`config.mk`:
```
export PLATFORM = sky130hd
export DESIGN_NAME = repack24
export DESIGN_NICKNAME = d
export VERILOG_FILES = /design/src/rtl/repack_pkg.sv /design/src/rtl/rp_fsm.sv /design/src/rtl/rp_acc.sv /design/src/rtl/rp_outq.sv /design/src/rtl/repack24.sv
export SDC_FILE = /design/constraint.sdc
export NUM_CORES = 1
export LEC_CHECK = 0
export BUFFER_PORTS_ARGS = -buffer_cell sky130_fd_sc_hd__buf_2
export CELL_PAD_IN_SITES_DETAIL_PLACEMENT = 1
export CELL_PAD_IN_SITES_GLOBAL_PLACEMENT = 2
export CORE_MARGIN = 2
export CORE_UTILIZATION = 40
export CTS_BUF_LIST = sky130_fd_sc_hd__clkbuf_16
export CTS_CLUSTER_SIZE = 28
export DETAILED_ROUTE_END_ITERATION = 10
export GPL_ROUTABILITY_DRIVEN = 0
export PLACE_DENSITY = 0.91
export SETUP_SLACK_MARGIN = 0.02
export SLEW_MARGIN = 20
export SYNTH_ARGS = -nofsm -noshare
export SYNTH_HDL_FRONTEND = slang
export SYNTH_SLANG_ARGS = --single-unit
```
`constraint.sdc`:
```
create_clock -name clk -period 5 [get_ports clk]
set_clock_uncertainty 0.05 [all_clocks]
set_input_delay 0 -clock clk [delete_from_list [all_inputs] [get_ports clk]]
set_output_delay 0 -clock clk [all_outputs]
set_load 0.01 [all_outputs]
```
`src/rtl/repack_pkg.sv`:
```
package repack_pkg;

    // Control states of the byte-group sequencer
    typedef enum logic [1:0] {
        ST_IDLE    = 2'd0,  // waiting for a start-of-event pulse
        ST_PAYLOAD = 2'd1,  // accepting the payload bytes of a group
        ST_SPARE   = 2'd2   // accepting the dropped byte(s) of a group
    } rp_state_t;

endpackage

```
`src/rtl/rp_fsm.sv`:
```
module rp_fsm
    import repack_pkg::*;
#(
    parameter int GROUP_BYTES   = 4,
    parameter int PAYLOAD_BYTES = 3,
    parameter int WORD_STEP     = 10,
    parameter int SEL_W         = 2
) (
    input  logic             clk,
    input  logic             rst_n,
    input  logic             in_valid,
    input  logic             sof,
    input  logic [SEL_W-1:0] word_sel,
    output logic             take_byte,
    output logic             final_byte,
    output logic             empty_evt,
    output logic             idle
);

    localparam int LANE_W    = (GROUP_BYTES > 1) ? $clog2(GROUP_BYTES) : 1;
    localparam int MAX_WORDS = WORD_STEP * ((1 << SEL_W) - 1);
    localparam int CNT_W     = $clog2(MAX_WORDS + 1);
    localparam logic [LANE_W-1:0] LAST_PAY  = LANE_W'(PAYLOAD_BYTES - 1);
    localparam logic [LANE_W-1:0] LAST_LANE = LANE_W'(GROUP_BYTES - 1);

    rp_state_t         state_q, state_d;
    logic [LANE_W-1:0] lane_q, lane_d;
    logic [CNT_W-1:0]  left_q, left_d;
    logic [CNT_W-1:0]  req_words;

    assign req_words = CNT_W'(WORD_STEP) * CNT_W'(word_sel);

    always_ff @(posedge clk) begin
        if (!rst_n) begin
            state_q <= ST_IDLE;
            lane_q  <= '0;
            left_q  <= '0;
        end else begin
            state_q <= state_d;
            lane_q  <= lane_d;
            left_q  <= left_d;
        end
    end

    always_comb begin
        state_d = state_q;
        lane_d  = lane_q;
        left_d  = left_q;
        unique case (state_q)
            ST_IDLE: begin
                if (sof && (req_words != '0)) begin
                    state_d = ST_PAYLOAD;
                    lane_d  = '0;
                    left_d  = req_words;
                end
            end
            ST_PAYLOAD: begin
                if (in_valid) begin
                    lane_d = lane_q + 1'b1;
                    if (lane_q == LAST_PAY) begin
                        left_d  = left_q - 1'b1;
                        state_d = ST_SPARE;
                    end
                end
            end
            ST_SPARE: begin
                if (in_valid) begin
                    if (lane_q == LAST_LANE) begin
                        lane_d  = '0;
                        state_d = (left_q == '0) ? ST_IDLE : ST_PAYLOAD;
                    end else begin
                        lane_d = lane_q + 1'b1;
                    end
                end
            end
            default: state_d = ST_IDLE;
        endcase
    end

    always_comb begin
        take_byte  = 1'b0;
        final_byte = 1'b0;
        empty_evt  = 1'b0;
        idle       = 1'b0;
        unique case (state_q)
            ST_IDLE: begin
                idle      = 1'b1;
                empty_evt = sof && (req_words == '0);
            end
            ST_PAYLOAD: begin
                take_byte  = in_valid;
                final_byte = in_valid && (lane_q == LAST_PAY)
                             && (left_q == CNT_W'(1));
            end
            ST_SPARE: ;
            default: ;
        endcase
    end

endmodule

```
`src/rtl/rp_acc.sv`:
```
module rp_acc #(
    parameter int BYTE_W    = 8,
    parameter int OUT_BYTES = 4
) (
    input  logic                        clk,
    input  logic                        rst_n,
    input  logic [BYTE_W-1:0]           in_byte,
    input  logic                        take_byte,
    input  logic                        final_byte,
    input  logic                        empty_evt,
    output logic                        push,
    output logic [OUT_BYTES*BYTE_W-1:0] push_data,
    output logic                        push_last,
    output logic                        push_partial
);

    localparam int FILL_W = (OUT_BYTES > 1) ? $clog2(OUT_BYTES) : 1;

    logic [OUT_BYTES-1:0][BYTE_W-1:0] acc_q, merged;
    logic [FILL_W-1:0]                fill_q;
    logic                             filled;

    // Drop the incoming byte into the lane selected by the fill count
    generate
        for (genvar g = 0; g < OUT_BYTES; g++) begin : g_lane
            assign merged[g] = (take_byte && (fill_q == FILL_W'(g))) ? in_byte : acc_q[g];
        end
    endgenerate

    assign filled       = (fill_q == FILL_W'(OUT_BYTES - 1));
    assign push         = empty_evt || (take_byte && (filled || final_byte));
    assign push_data    = empty_evt ? '0 : merged;
    assign push_last    = empty_evt || final_byte;
    assign push_partial = empty_evt || !filled;

    always_ff @(posedge clk) begin
        if (!rst_n) begin
            acc_q  <= '0;
            fill_q <= '0;
        end else if (take_byte) begin
            if (push) begin
                acc_q  <= '0;
                fill_q <= '0;
            end else begin
                acc_q  <= merged;
                fill_q <= fill_q + 1'b1;
            end
        end
    end

endmodule

```
`src/rtl/rp_outq.sv`:
```
module rp_outq #(
    parameter int W     = 34,
    parameter int DEPTH = 2
) (
    input  logic         clk,
    input  logic         rst_n,
    input  logic         push,
    input  logic [W-1:0] push_word,
    input  logic         pop,
    output logic [W-1:0] out_word,
    output logic         out_valid,
    output logic         full
);

    localparam int PTR_W = (DEPTH > 1) ? $clog2(DEPTH) : 1;
    localparam int CNT_W = $clog2(DEPTH + 1);

    logic [W-1:0]     mem_q [DEPTH];
    logic [PTR_W-1:0] wr_q, rd_q;
    logic [CNT_W-1:0] count_q;
    logic             wr_en, rd_en;

    function automatic logic [PTR_W-1:0] bump(input logic [PTR_W-1:0] p);
        return (p == PTR_W'(DEPTH - 1)) ? '0 : p + 1'b1;
    endfunction

    assign full      = (count_q == CNT_W'(DEPTH));
    assign out_valid = (count_q != '0);
    assign out_word  = mem_q[rd_q];
    assign rd_en     = pop && out_valid;
    assign wr_en     = push && (!full || rd_en);

    always_ff @(posedge clk) begin
        if (!rst_n) begin
            for (int i = 0; i < DEPTH; i++) mem_q[i] <= '0;
            wr_q    <= '0;
            rd_q    <= '0;
            count_q <= '0;
        end else begin
            if (wr_en) begin
                mem_q[wr_q] <= push_word;
                wr_q        <= bump(wr_q);
            end
            if (rd_en) rd_q <= bump(rd_q);
            if (wr_en && !rd_en)      count_q <= count_q + 1'b1;
            else if (rd_en && !wr_en) count_q <= count_q - 1'b1;
        end
    end

endmodule

```
`src/rtl/repack24.sv`:
```
module repack24 #(
    parameter int BYTE_W        = 8,
    parameter int GROUP_BYTES   = 4,
    parameter int PAYLOAD_BYTES = 3,
    parameter int OUT_BYTES     = 4,
    parameter int WORD_STEP     = 10,
    parameter int SEL_W         = 2,
    parameter int QUEUE_DEPTH   = 2
) (
    input  logic                        clk,
    input  logic                        rst_n,
    input  logic [BYTE_W-1:0]           in_byte,
    input  logic                        in_valid,
    input  logic                        sof,
    input  logic [SEL_W-1:0]            word_sel,
    output logic [OUT_BYTES*BYTE_W-1:0] out_data,
    output logic                        out_valid,
    input  logic                        out_ready,
    output logic                        out_last,
    output logic                        out_partial
);

    localparam int OUT_W  = OUT_BYTES * BYTE_W;
    localparam int WORD_W = OUT_W + 2;

    logic              take_byte, final_byte, empty_evt, fsm_idle;
    logic              q_push, q_pop, q_full;
    logic              push_last, push_partial;
    logic [OUT_W-1:0]  push_data;
    logic [WORD_W-1:0] q_out;

    rp_fsm #(
        .GROUP_BYTES  (GROUP_BYTES),
        .PAYLOAD_BYTES(PAYLOAD_BYTES),
        .WORD_STEP    (WORD_STEP),
        .SEL_W        (SEL_W)
    ) u_fsm (
        .clk       (clk),
        .rst_n     (rst_n),
        .in_valid  (in_valid),
        .sof       (sof),
        .word_sel  (word_sel),
        .take_byte (take_byte),
        .final_byte(final_byte),
        .empty_evt (empty_evt),
        .idle      (fsm_idle)
    );

    rp_acc #(
        .BYTE_W   (BYTE_W),
        .OUT_BYTES(OUT_BYTES)
    ) u_acc (
        .clk         (clk),
        .rst_n       (rst_n),
        .in_byte     (in_byte),
        .take_byte   (take_byte),
        .final_byte  (final_byte),
        .empty_evt   (empty_evt),
        .push        (q_push),
        .push_data   (push_data),
        .push_last   (push_last),
        .push_partial(push_partial)
    );

    assign q_pop = out_valid && out_ready;

    rp_outq #(
        .W    (WORD_W),
        .DEPTH(QUEUE_DEPTH)
    ) u_outq (
        .clk      (clk),
        .rst_n    (rst_n),
        .push     (q_push),
        .push_word({push_last, push_partial, push_data}),
        .pop      (q_pop),
        .out_word (q_out),
        .out_valid(out_valid),
        .full     (q_full)
    );

    assign out_last    = q_out[OUT_W+1];
    assign out_partial = q_out[OUT_W];
    assign out_data    = q_out[OUT_W-1:0];

endmodule

```
==> summary.md <==
| Metric | Value |
|---|---|
| Post-synthesis sequential area ratio | `0.582` |
| Layout cells sized above 1 | `0.235` |
| CP cell instances | `ha_1 > nand4_1 > o21a_1 > a211o_1 > nand2_1 > buf_4` |
| Top Usage Layer GRT | `met2` |
| DP Wirelength | `7970 µm` |
| Setup Fix Bufs, Post-CTS | `0` |
| Core box area | `~13000 µm²` |
| Post-route DRC | `0` |
| CP delay by family, top | `simple AND/OR/NAND/NOR gates` |
| Die area | `13800 µm²` |
| Synth warn | `0` |
| Clock sinks | `about 120` |
| Final WL | `approximately 12000 µm` |
| Number of CTS-inserted buffers | `17` |
| CP endpoint kind | `flip-flop` |
| Crit start category | `flip-flop` |
| Routed vias/inst | `between 5 and 6` |
| Design Area, Final | `roughly 6300 µm²` |
| Internal Power | `roughly 2.1 mW` |
| Initial antenna violation count | `0` |
| CP Max Fanout | `21` |
| Largest net degree at the start of global routing | `35` |
| Unrepaired setup endpoints after global routing | `no` |
| Synth cell types | `44` |
| Area Overhead vs Synth | `21.7%` |
| Crit path depth | `6` |
| Util after Layout | `0.497` |
| Worst min-delay path startpoint | `rst_n` |
| Crit path DAT | `approximately 3.3 ns` |
| DR vias | `about 3600` |
| Sw Pwr | `roughly 0.83 mW` |
| Syn_area_per_cell | `about 12 µm²` |
| Commonest non-fill, non-tap cells in the layout | `nor2_1, edfxtp_1, buf_2` |
| Drt pass-1 iters | `4` |
| Antenna Cells | `0` |
| Min-Delay Path Depth | `3` |
| Crit-path max cell delay | `0.61 ns` |
| Critical Path RT | `5.04 ns` |
| Cell leakage power | `roughly 2.4 nW` |
| # hold bufs at CTS | `13` |
| Worst R2R End | `u_outq.mem_q[0][2]` |
| Die W | `between 100 and 150 µm` |
| PortBufs | `49` |
| Asr flop ratio synth | `0` |
| Netlist Area Pre-Place | `slightly above 5000 µm²` |
| Actual slew at the worst max-slew pin | `around 0.77 ns` |
| Post-synth EDFFs | `slightly below 70` |
| Fmax | `approximately 310 MHz` |
| Endpoints failing hold | `0` |
| Gr ovfl total | `0` |
| Worst Hold End | `u_fsm.lane_q[1]` |
| Overall routing resource usage | `0.188` |
| Max Slew Vio Count | `0` |
| Setup TNS | `0 ns` |
| Fin crit share | `0.649` |
| Post-DRT Antenna Nets | `0` |
| GRT met1 Usage | `0.222` |
| Top-Level Pins | `50` |
| Tmin final | `3.25 ns` |
| Pwr Density | `around 460 nW/µm²` |
| Area after DPL | `5580 µm²` |
| Peak supply drop | `around 0.00022 V` |
| Max_cap viols | `0` |
| Yosys reg bits | `between 100 and 150` |
| Post-CTS Resized | `0` |
| Power, Total | `between 2 and 3 mW` |
| CP max-delay cell | `ha_1` |
| Slew headroom | `0.481` |
| Worst Reg2Reg Path Length in Cells | `6` |
| H-tree levels | `4` |
| Switch share | `0.287` |
| Vias in the first global route | `a little under 4000` |
| GR Util met3 | `0.0494` |
| Mapped Cells | `roughly 430` |
| Worst r2r src | `u_fsm.state_q[0]` |
| Min-Delay Path Class | `input pin to flip-flop` |
| CP bufs+invs | `1` |
| Flop2flop setup slack | `between 1.5 and 2 ns` |
| First-pass GRT wire length | `20200 µm` |
| Height of the chip | `118 µm` |
| DRT iter0 DRCs | `207` |
| Fill count | `about 1300` |
| Clock power share | `0.383` |
| Status | `completed` |
| Synth Net Count | `462` |
| CTS tree | `done` |
| Nets@finish | `527` |
| Root buffer cell | `clkbuf_16` |
| Worst-path clk slew | `around 0.05 ns` |
| Sequential Power Share | `0.391` |
| Row count | `41` |
| WS Path Type | `flip-flop to flip-flop` |
| Top_reg_cell synth | `edfxtp_1` |
| Latest clock arrival within the worst-skew pair | `approximately 0.41 ns` |
| Wire per inst | `around 18 µm` |
| Commonest non-fill, non-tap cell in the layout | `nor2_1` |
| Max Root-Sink Buffers | `2` |
| # setup viols final | `0` |
| Met2 usage | `0.330` |
| Starting Density | `0.409` |
| Logic gate share of total power | `0.226` |
-- state kept, by name (all words and copies together) (netlist names), named ones only --
signal / count
u_outq.mem_q: 68
u_acc.acc_q: 32
u_fsm.left_q: 5
u_acc.fill_q: 2
u_fsm.lane_q: 2
u_fsm.state_q: 2
u_outq.count_q: 2
u_outq.rd_q: 1
u_outq.wr_q: 1
-- per-stage QoR --
step                      instances  hold WS, ns  setup slack (ns)
final                           683       0.0255              1.75
after global routing            683       0.0535              1.49
after CTS                       682      0.00749              1.67
after detailed placement        637        0.324              1.72
after global placement          637        0.318              1.86
after floorplan                 433       0.0829             0.687
-- cells by family after synthesis --
logic type / after synthesis / synth area share
multiplexers: 72 / 0.148
XOR/XNOR: 3 / 0.00510
flip-flops: 116 / 0.582
AO/OA/AOI/OAI: 55 / 0.0825
AND/OR/NAND/NOR: 138 / 0.122
adder cells (fa/ha/maj): 14 / 0.0340
buffers and inverters: 35 / 0.0262
-- how the worst max path moves through the flow --
| stage | startpoint | endpoint |
|---|---|---|
| 5_1_grt | u_fsm.state_q[0] | u_outq.mem_q[0][2] |
| 6_report | u_fsm.state_q[0] | u_outq.mem_q[0][2] |
| 3_5_place_dp | u_fsm.state_q[1] | u_outq.mem_q[0][6] |
| 2_1_floorplan | u_fsm.state_q[0] | u_outq.mem_q[1][0] |
| 4_1_cts | u_fsm.state_q[1] | u_outq.mem_q[0][20] |
| 3_3_place_gp | u_fsm.state_q[1] | u_outq.mem_q[0][7] |
-- final cells by class --
cell class | instances | area, µm² | area share
clock buffer | 18 | 450 | 0.0718
clock inverter | 14 | 93.8 | 0.0149
inverter | 14 | 52.6 | 0.00837
multi-input combinational | 282 | 2030 | 0.323
sequential | 116 | 3000 | 0.478
tap | 172 | 215 | 0.0343
timing repair buffer | 67 | 433 | 0.0690
-- layer usage --
layer | up-vias | wire length, µm
li1 | 1714 | -
met1 | 1793 | 5400
met2 | 57 | 6320
met3 | 12 | 401
met4 | 0 | 170
met5 | - | 0
-- synthesized netlist by cell type (3+ instances only) --
| cell | n | area, µm² |
|---|---|---|
| buf_2 | 3 | 15.0 |
| o21ai_0 | 6 | 30.0 |
| ha_1 | 14 | 175 |
| mux2_2 | 34 | 383 |
| nand2_1 | 17 | 63.8 |
| and3_1 | 16 | 100 |
| nor3_1 | 3 | 15.0 |
| o21ai_1 | 4 | 20.0 |
| nand3_1 | 4 | 20.0 |
| nor2_1 | 80 | 300 |
| a22o_1 | 24 | 210 |
| clkbuf_1 | 17 | 63.8 |
| nand4_1 | 6 | 37.5 |
| edfxtp_1 | 68 | 2040 |
| dfxtp_1 | 48 | 961 |
| mux2i_1 | 38 | 380 |
| inv_1 | 14 | 52.6 |
| xor2_1 | 3 | 26.3 |
| a211oi_1 | 3 | 22.5 |
-- power groups by stage --
stage	logic [mW]	clock network, mW	registers (mW)
6_report	0.653	1.11	1.13
3_5_place_dp	0.646	0	1.15
5_1_grt	0.723	1.17	1.14
4_1_cts	0.659	1.12	1.13
2_1_floorplan	0.454	0	1.14
3_3_place_gp	0.620	0	1.14
-- worst min-delay path, stage by stage --
cell and delay, ns:
buf_2 0.24, nand2_1 0.12, mux2i_1 0.06
No activity file was read; power rests on OpenSTA's default activity.
